===== src/rtl/cascade_pkg.sv =====
// Shared types for the chained counter pair.
// Assumes: nothing beyond the 1800-2017 language.
package cascade_pkg;

    // Clock source selection for channel 1
    typedef enum logic {
        SRC_EXT = 1'b0,
        SRC_CH0 = 1'b1
    } clk1_src_e;

endpackage


===== src/rtl/ctr_channel.sv =====
// Plain up counter of parameterised width with a synchronous clear.
// Assumes: clr has priority over inc; counts wrap modulo 2**W.
module ctr_channel #(
    parameter int W = 16
) (
    input  logic         clk,
    input  logic         rst_n,
    input  logic         clr,
    input  logic         inc,
    output logic [W-1:0] count
);

    // Count register: clear on reset or clear request, else advance on inc
    always_ff @(posedge clk) begin
        if (!rst_n || clr) begin
            count <= '0;
        end else if (inc) begin
            count <= count + 1'b1;
        end
    end

endmodule


===== src/rtl/wave_gen.sv =====
// Compare-driven waveform for a counter channel: goes high when the
// counter advances to SET_AT, low when it advances to CLR_AT.
// Assumes: adv is the same qualifier that advances the counter, so the
// compare looks at the value the counter is about to take.
module wave_gen #(
    parameter int W = 16,
    parameter logic [W-1:0] SET_AT = '0,
    parameter logic [W-1:0] CLR_AT = {1'b1, {(W-1){1'b0}}}
) (
    input  logic         clk,
    input  logic         rst_n,
    input  logic         clr,
    input  logic         adv,
    input  logic [W-1:0] count,
    output logic         wave
);

    logic [W-1:0] next_val;

    // Value the counter takes on this ticking edge
    assign next_val = count + 1'b1;

    // Waveform register: set/clear on compare matches at ticking edges only
    always_ff @(posedge clk) begin
        if (!rst_n || clr) begin
            wave <= 1'b0;
        end else if (adv) begin
            if (next_val == SET_AT) begin
                wave <= 1'b1;
            end else if (next_val == CLR_AT) begin
                wave <= 1'b0;
            end
        end
    end

endmodule


===== src/rtl/rise_det.sv =====
// Synchronous rising-edge detector in the master clock domain.
// Assumes: sig is already synchronous to clk; rise is combinational
// from sig and a one-cycle history register cleared by clr.
module rise_det (
    input  logic clk,
    input  logic rst_n,
    input  logic clr,
    input  logic sig,
    output logic rise
);

    logic sig_d;

    // History register for the previous sampled level
    always_ff @(posedge clk) begin
        if (!rst_n || clr) begin
            sig_d <= 1'b0;
        end else begin
            sig_d <= sig;
        end
    end

    // Edge pulse: high while sig is high after being low at the last edge
    assign rise = sig & ~sig_d;

endmodule


===== src/rtl/chained_timer_pair.sv =====
// Two counter channels chained into one wide free-running counter.
// Channel 0 counts cnt_tick and drives a 50% square wave; channel 1
// counts rising edges of either that wave or ext_tick. With WIDE set,
// a single channel of twice the width replaces the pair.
// Assumes: ch1_src is changed only while both candidate sources are low.
module chained_timer_pair
    import cascade_pkg::*;
#(
    parameter int HALF_W = 16,
    parameter bit WIDE   = 1'b0
) (
    input  logic              clk,
    input  logic              rst_n,
    input  logic              cnt_tick,
    input  logic              sync_req,
    input  logic              ch1_src,
    input  logic              ext_tick,
    output logic [HALF_W-1:0] count_lo,
    output logic [HALF_W-1:0] count_hi,
    output logic              wave0
);

    localparam int                FULL_W = 2 * HALF_W;
    localparam logic [HALF_W-1:0] SET_AT = '0;
    localparam logic [HALF_W-1:0] CLR_AT = {1'b1, {(HALF_W-1){1'b0}}};

    generate
        if (WIDE) begin : g_single
            logic [FULL_W-1:0] full_cnt;

            // One channel holds the whole count
            ctr_channel #(.W(FULL_W)) u_ch0 (
                .clk   (clk),
                .rst_n (rst_n),
                .clr   (sync_req),
                .inc   (cnt_tick),
                .count (full_cnt)
            );

            // Waveform still follows the lower half
            wave_gen #(.W(HALF_W), .SET_AT(SET_AT), .CLR_AT(CLR_AT)) u_wave (
                .clk   (clk),
                .rst_n (rst_n),
                .clr   (sync_req),
                .adv   (cnt_tick),
                .count (full_cnt[HALF_W-1:0]),
                .wave  (wave0)
            );

            assign count_lo = full_cnt[HALF_W-1:0];
            assign count_hi = full_cnt[FULL_W-1:HALF_W];
        end else begin : g_chain
            logic src_sig;
            logic src_rise;

            // Channel 0: low half
            ctr_channel #(.W(HALF_W)) u_ch0 (
                .clk   (clk),
                .rst_n (rst_n),
                .clr   (sync_req),
                .inc   (cnt_tick),
                .count (count_lo)
            );

            // Channel 0 square wave: rises on wrap, falls at midpoint
            wave_gen #(.W(HALF_W), .SET_AT(SET_AT), .CLR_AT(CLR_AT)) u_wave (
                .clk   (clk),
                .rst_n (rst_n),
                .clr   (sync_req),
                .adv   (cnt_tick),
                .count (count_lo),
                .wave  (wave0)
            );

            // Channel 1 source select
            assign src_sig = (clk1_src_e'(ch1_src) == SRC_CH0) ? wave0 : ext_tick;

            // Edge detect of the selected source
            rise_det u_edge (
                .clk   (clk),
                .rst_n (rst_n),
                .clr   (sync_req),
                .sig   (src_sig),
                .rise  (src_rise)
            );

            // Channel 1: high half, one count per source edge
            ctr_channel #(.W(HALF_W)) u_ch1 (
                .clk   (clk),
                .rst_n (rst_n),
                .clr   (sync_req),
                .inc   (src_rise),
                .count (count_hi)
            );
        end
    endgenerate

endmodule


===== config.mk =====
export PLATFORM = sky130hd
export DESIGN_NAME = chained_timer_pair
export DESIGN_NICKNAME = d
export VERILOG_FILES = /design/src/rtl/cascade_pkg.sv /design/src/rtl/ctr_channel.sv /design/src/rtl/wave_gen.sv /design/src/rtl/rise_det.sv /design/src/rtl/chained_timer_pair.sv
export SDC_FILE = /design/constraint.sdc
export NUM_CORES = 1
export LEC_CHECK = 0
export BUFFER_PORTS_ARGS = -buffer_cell sky130_fd_sc_hd__buf_4
export CAP_MARGIN = 10
export CORE_MARGIN = 2
export CORE_UTILIZATION = 53
export CTS_CLUSTER_DIAMETER = 120
export DETAILED_ROUTE_END_ITERATION = 8
export HOLD_SLACK_MARGIN = 0.15
export PLACE_DENSITY = 0.78
export SYNTH_ARGS = -nofsm -noshare
export SYNTH_HDL_FRONTEND = slang
export SYNTH_SLANG_ARGS = --single-unit

===== constraint.sdc =====
create_clock -name clk -period 2.92 [get_ports clk]
set_clock_uncertainty 0.2 [all_clocks]
set_input_delay 0 -clock clk [delete_from_list [all_inputs] [get_ports clk]]
set_output_delay 0 -clock clk [all_outputs]
set_load 0.02 [all_outputs]

After elaboration in Yosys (flattened, before gate mapping). Index checks and enable logic that the tools add are counted.

Bits in registers: 34. Input port bits: 6. Output and inout port bits: 33. Word-level logic and storage cells: 17.

Add/sub/neg operators: 2. Eq/ne operators: 1. Muxes and demuxes: 3. Bitwise logic cells: 2. Reductions and logical operators: 5.

Operator list (number): $add 16x1->16 const B (2); $eq 16x16->1 const B (1); $logic_not 16->1 (1); $mux 1 (3); $reduce_and 2->1 (1); $reduce_bool 2->1 (1); $and 1x1->1 (1); $logic_not 1->1 (1); $logic_or 1x1->1 (1); $not 1->1 (1).

Logic depth before layout (Yosys ltp).
Depth after elaboration: 4. Mapped depth: 8. Gate-level depth less buffers: 7.

Hierarchy. Synthesis repeated with hierarchy kept, for this count alone.

Cell total of the unflattened synthesis: 172. Area total of the unflattened synthesis: 1579.0 sq um.

Modules (own cells, without submodules): ctr_channel (times used 2, cells each 79, area each 720.7 sq um, seq. area each 320.3 sq um); wave_gen (times used 1, cells each 10, area each 87.6 sq um, seq. area each 20.0 sq um); rise_det (times used 1, cells each 3, area each 35.0 sq um, seq. area each 20.0 sq um); chained_timer_pair (times used 1, cells each 1, area each 15.0 sq um, seq. area each 0.0 sq um).

Worst setup path after synthesis. No wires, ideal clock.

Kind: flip-flop to flip-flop. Start point: reg g_chain.u_ch0.count[0]. End point: reg g_chain.u_wave.wave. Library setup time: 0.116 ns. Arrival time: 2.113 ns. Data required time: 2.604 ns. Path slack: 0.491 ns. Stages on the path, launching flop included: 8. Buffers on the path: 0. Clock period less this slack: 2.429 ns. Cell sequence: dfxtp_1 > ha_1 > and4_4 > nand3_2 > or3_4 > a2111oi_4 > a31o_1 > a21oi_1.

Word-level cells in the longest chain between the ends: 4. Elaborated cells between the ends (all ways): 6. Classes of those cells: 1 x add/sub; 1 x eq/ne; 1 x mux; 3 x reduce/logical.

Ends and longest elaborated chain: start: declaration (line ctr_channel.sv:10) `output logic [W-1:0] count`; start signal: assignment (line ctr_channel.sv:18) `count <= count + 1'b1;`; $add 16x1->16 (*) (line wave_gen.sv:21) `assign next_val = count + 1'b1;`; $eq 16x16->1 / $logic_not 16->1 (equally long branches) (line wave_gen.sv:30, wave_gen.sv:28); $reduce_bool 2->1 (no source line); $reduce_and 2->1 (no source line); end signal: assignment (line wave_gen.sv:26) `wave <= 1'b0;`; end signal: assignment (line wave_gen.sv:29) `wave <= 1'b1;`; end signal: assignment (line wave_gen.sv:31) `wave <= 1'b0;`; end: declaration (line wave_gen.sv:15) `output logic wave`.

Every way passes the cells marked *; elsewhere a longest branch is shown, timed or not. A chain may end at the register's enable or synchronous reset.

Final worst setup path. Ends and elaborated chain as after synthesis.

==> summary.md <==
| Metric | Value |
|---|---|
| Internal Power | `slightly below 700 uW` |
| Switching power total | `177 uW` |
| Period minus WS final | `about 2.5 ns` |
| Worst hold path type | `input port to flop` |
| Warnings, synthesis | `0` |
| Run status | `completed` |
| Total negative slack for setup checks | `0 ns` |
| Number of flops mapped to enable cells by yosys | `0` |
| Rows | `20` |
| Initial DRC Count | `64` |
| Actual slew at the worst max-slew pin | `0.555 ns` |
| CP max FO | `7` |
| Detailed placement HPWL | `2400 um` |
| Initial Util | `56.5%` |
| Combined buffer and inverter count along the critical path | `0` |
| Number of nets with antenna violations after detailed routing | `0` |
| Post-cts gate resize count | `0` |
| Average cell area after synthesis | `8.78 um2` |
| Maximum clock insertion buffer count | `2` |
| Routed WL per cell | `between 10 and 15 um` |
| Startpoint Class | `flop` |
| Count of endpoints failing setup in the final report | `0` |
| Hold Vio Cnt, Final | `0` |
| Final Slew Violations | `0` |
| Weighted congestion reported at the end of routability-driven placement | `0.801` |
| Final Cycle Share | `85.4%` |
| DRC Markers | `0` |
| Port Buffers | `38` |
| Full die area | `3750 um2` |
| FFs w/ async S/R, synth | `0%` |
| Total number of clock tree sinks | `34` |
| Count of inserted antenna diode cells | `0` |
| Combinational cell fraction of total power | `between 4 and 5%` |
| Share of the synthesized area in the top cell type | `around 40%` |
| Share of post-route cells with drive strength above 1 | `22.5%` |
| Maximum level of the CTS H-tree | `2` |
| Post-CTS Setup Repair Bufs | `0` |
| Commonest register cell after synthesis | `dfxtp_1` |
| GRT Resource Usage Total | `21.3%` |
| Total grt overflow | `0` |
| Share of total power in the clock network | `41.2%` |
| Core footprint | `3080 um2` |
| Setup repair after global routing missed its margin | `false` |
| Pre-CTS setup slack | `0.481 ns` |
| Worst-case setup margin in the final layout | `between 0.4 and 0.5 ns` |
| Cell area after placement | `2010 um2` |
| Number of cells produced by synthesis | `198` |
| First drt pass iteration count | `4` |
| Fraction of the core area covered by cells at the end of the flow | `70.1%` |
| Proportion of synthesized chip area in sequential cells | `39.2%` |
| Global-route wire length before repair | `5980 um` |
| Switch share | `20.6%` |
| Worst slew margin relative to its limit | `between 60% and 70%` |
| Post-layout nets | `249` |
| Pin count of the biggest net entering global routing | `35` |
| Ordered cell list for the critical path | `ha_1 -> and4_4 -> nand3_2 -> or3_4 -> a2111oi_4 -> nand4_1 -> a21oi_1` |
| Total standard cell area after synthesis | `1740 um2` |
| Maximum Capacitance Violations | `0` |
| Number of global-route vias before repair | `roughly 1300` |
| Root buffer cell | `clkbuf_4` |
| TritonCTS clock tree | `built` |
| Portion of total power attributed to sequential cells | `54.6%` |
| Power per cell area | `398 nW/um2` |
| Endpoint type of the worst setup path | `flop` |
| Clock slew at reported path FFs | `0.10 ns` |
| Crit path max-delay family | `simple AND/OR/NAND/NOR gates` |
| Average vias per placed instance | `5.36` |
| Leakage | `0.000827 uW` |
| Clock network latency to the later pin of the worst-skew pair | `0.34 ns` |
| Ports placed on the boundary | `39` |
| Cell types with the largest area share after synthesis | `dfxtp_1, xor2_1, nor2_1` |
| Cell type contributing the most total cell area after synthesis | `dfxtp_1` |
| Data required time at the worst endpoint | `2.99 ns` |
| Seq cells post-synth | `34` |
| Antenna violations before repair | `0` |
| Layout-stage area growth over the synthesis result | `24.2%` |
| Chip height | `61.3 um` |
| Final non-filler cell area | `2160 um2` |
| Post-synth net total | `207` |
| TritonCTS buffer count | `5` |
| Layout filler cell count | `between 200 and 300` |
| Total number of vias | `around 1500` |
| Peak supply drop | `between 200 and 300 uV` |
| Standard cell with the maximum stage delay on the critical path | `dfxtp_1` |
| Routed wire length | `3560 um` |
| Worst stage delay on the critical path | `roughly 0.48 ns` |
| Max frequency | `401 MHz` |
| Die Width | `just over 60 um` |
| Startpoint-to-endpoint class of the critical path | `flop to flop` |
| Distinct cells, synth | `39` |
| WP data arrival | `approximately 2.6 ns` |
## worst paths after layout
path,slack (ns),cells after the start,startpoint,to
max,0.43,7,g_chain.u_ch0.count[0]$_SDFFE_PP0P_,g_chain.u_wave.wave$_SDFFE_PP0P_
min,0.17,5,ch1_src,g_chain.u_ch1.count[0]$_SDFFE_PP0P_
max reg2reg,0.43,7,g_chain.u_ch0.count[0]$_SDFFE_PP0P_,g_chain.u_wave.wave$_SDFFE_PP0P_
min reg2reg,0.30,2,g_chain.u_ch1.count[15]$_SDFFE_PP0P_,g_chain.u_ch1.count[15]$_SDFFE_PP0P_
## tightest hold or removal path, stage by stage
cell and delay (ns):
buf_4 0.08, mux2i_1 0.15, nor2_1 0.27, xnor2_1 0.10, nor2_1 0.07
## through the flow
step	hold slack, ns	std cells	total power, uW
after floorplan	0.0194	198	498
after global placement	0.172	270	508
after detailed placement	0.177	270	508
after CTS	0.169	284	862
after global routing	0.241	284	885
final	0.166	284	859
## registers in the layout, indices dropped and copies added (netlist names)
register              cells
g_chain.u_ch0.count      16
g_chain.u_ch1.count      16
g_chain.u_edge.sig_d      1
g_chain.u_wave.wave       1
## cell type report
cell class	count	area [um2]	area share, %
Clock buffer	6	51.3	2.38
Inverter	2	7.51	0.348
Tap cell	44	55.1	2.55
Sequential cell	34	681	31.5
Multi-Input combinational cell	151	971	45.0
Clock inverter	1	30.0	1.39
Timing Repair Buffer	46	363	16.8
## cell usage in the layout (no fill, tap or decap), types with 7 or more instances in the layout
| master | count |
|---|---|
| xor2_1 | 19 |
| nand3_1 | 9 |
| buf_4 | 39 |
| dfxtp_1 | 34 |
| xnor2_1 | 12 |
| dlygate4sd3_1 | 7 |
| nand4_1 | 12 |
| nor2_1 | 32 |
| nand2_1 | 14 |
## routing by layer
metal | vias to the layer above | track usage [%] | wire length (um)
met4 | 0 | 7.45 | 57
met2 | 37 | 34.0 | 1700
met3 | 7 | 4.41 | 128
met5 | - | 0 | 0
met1 | 707 | 28.7 | 1680
li1 | 771 | - | -
## logic make-up after synthesis
kind of cell	count (synthesis)	synth area share, %
AO/OA/AOI/OAI	24	10.2
XOR/XNOR	31	15.6
adder cells (fa/ha/maj)	3	2.16
buffers and inverters	13	4.97
flip-flops	34	39.2
multiplexers	2	1.15
AND/OR/NAND/NOR	91	26.7
## power by group through the flow
stage                     clock [uW]  sequential, uW  combinational [uW]
final                            354             469                36.4
after global routing             377             469                39.3
after CTS                        357             469                36.1
after detailed placement           0             479                29.2
after global placement             0             479                28.9
after floorplan                    0             481                17.1
## repair_timing
item | 4_1_cts | 5_1_grt
hold buffers | 7 | 0
endpoints found under the setup margin | 0 | 0
hold endpoints to repair | 34 | 0
## cells in the mapped netlist (2+ instances only)
cell and instances:
inv_1 2, or3_1 5, and3_1 6, a31o_2 2
ha_1 3, nand3_1 9, xor2_1 19, nand4_1 12
nor3_1 4, a21oi_1 6, buf_4 2, dfxtp_1 34
a31oi_1 3, o21ai_0 6, buf_6 2, nor4_1 2
nand2_1 14, nor2_1 32, mux2i_1 2, clkbuf_1 3
xnor2_1 12
(Power assumes the default switching activity.)
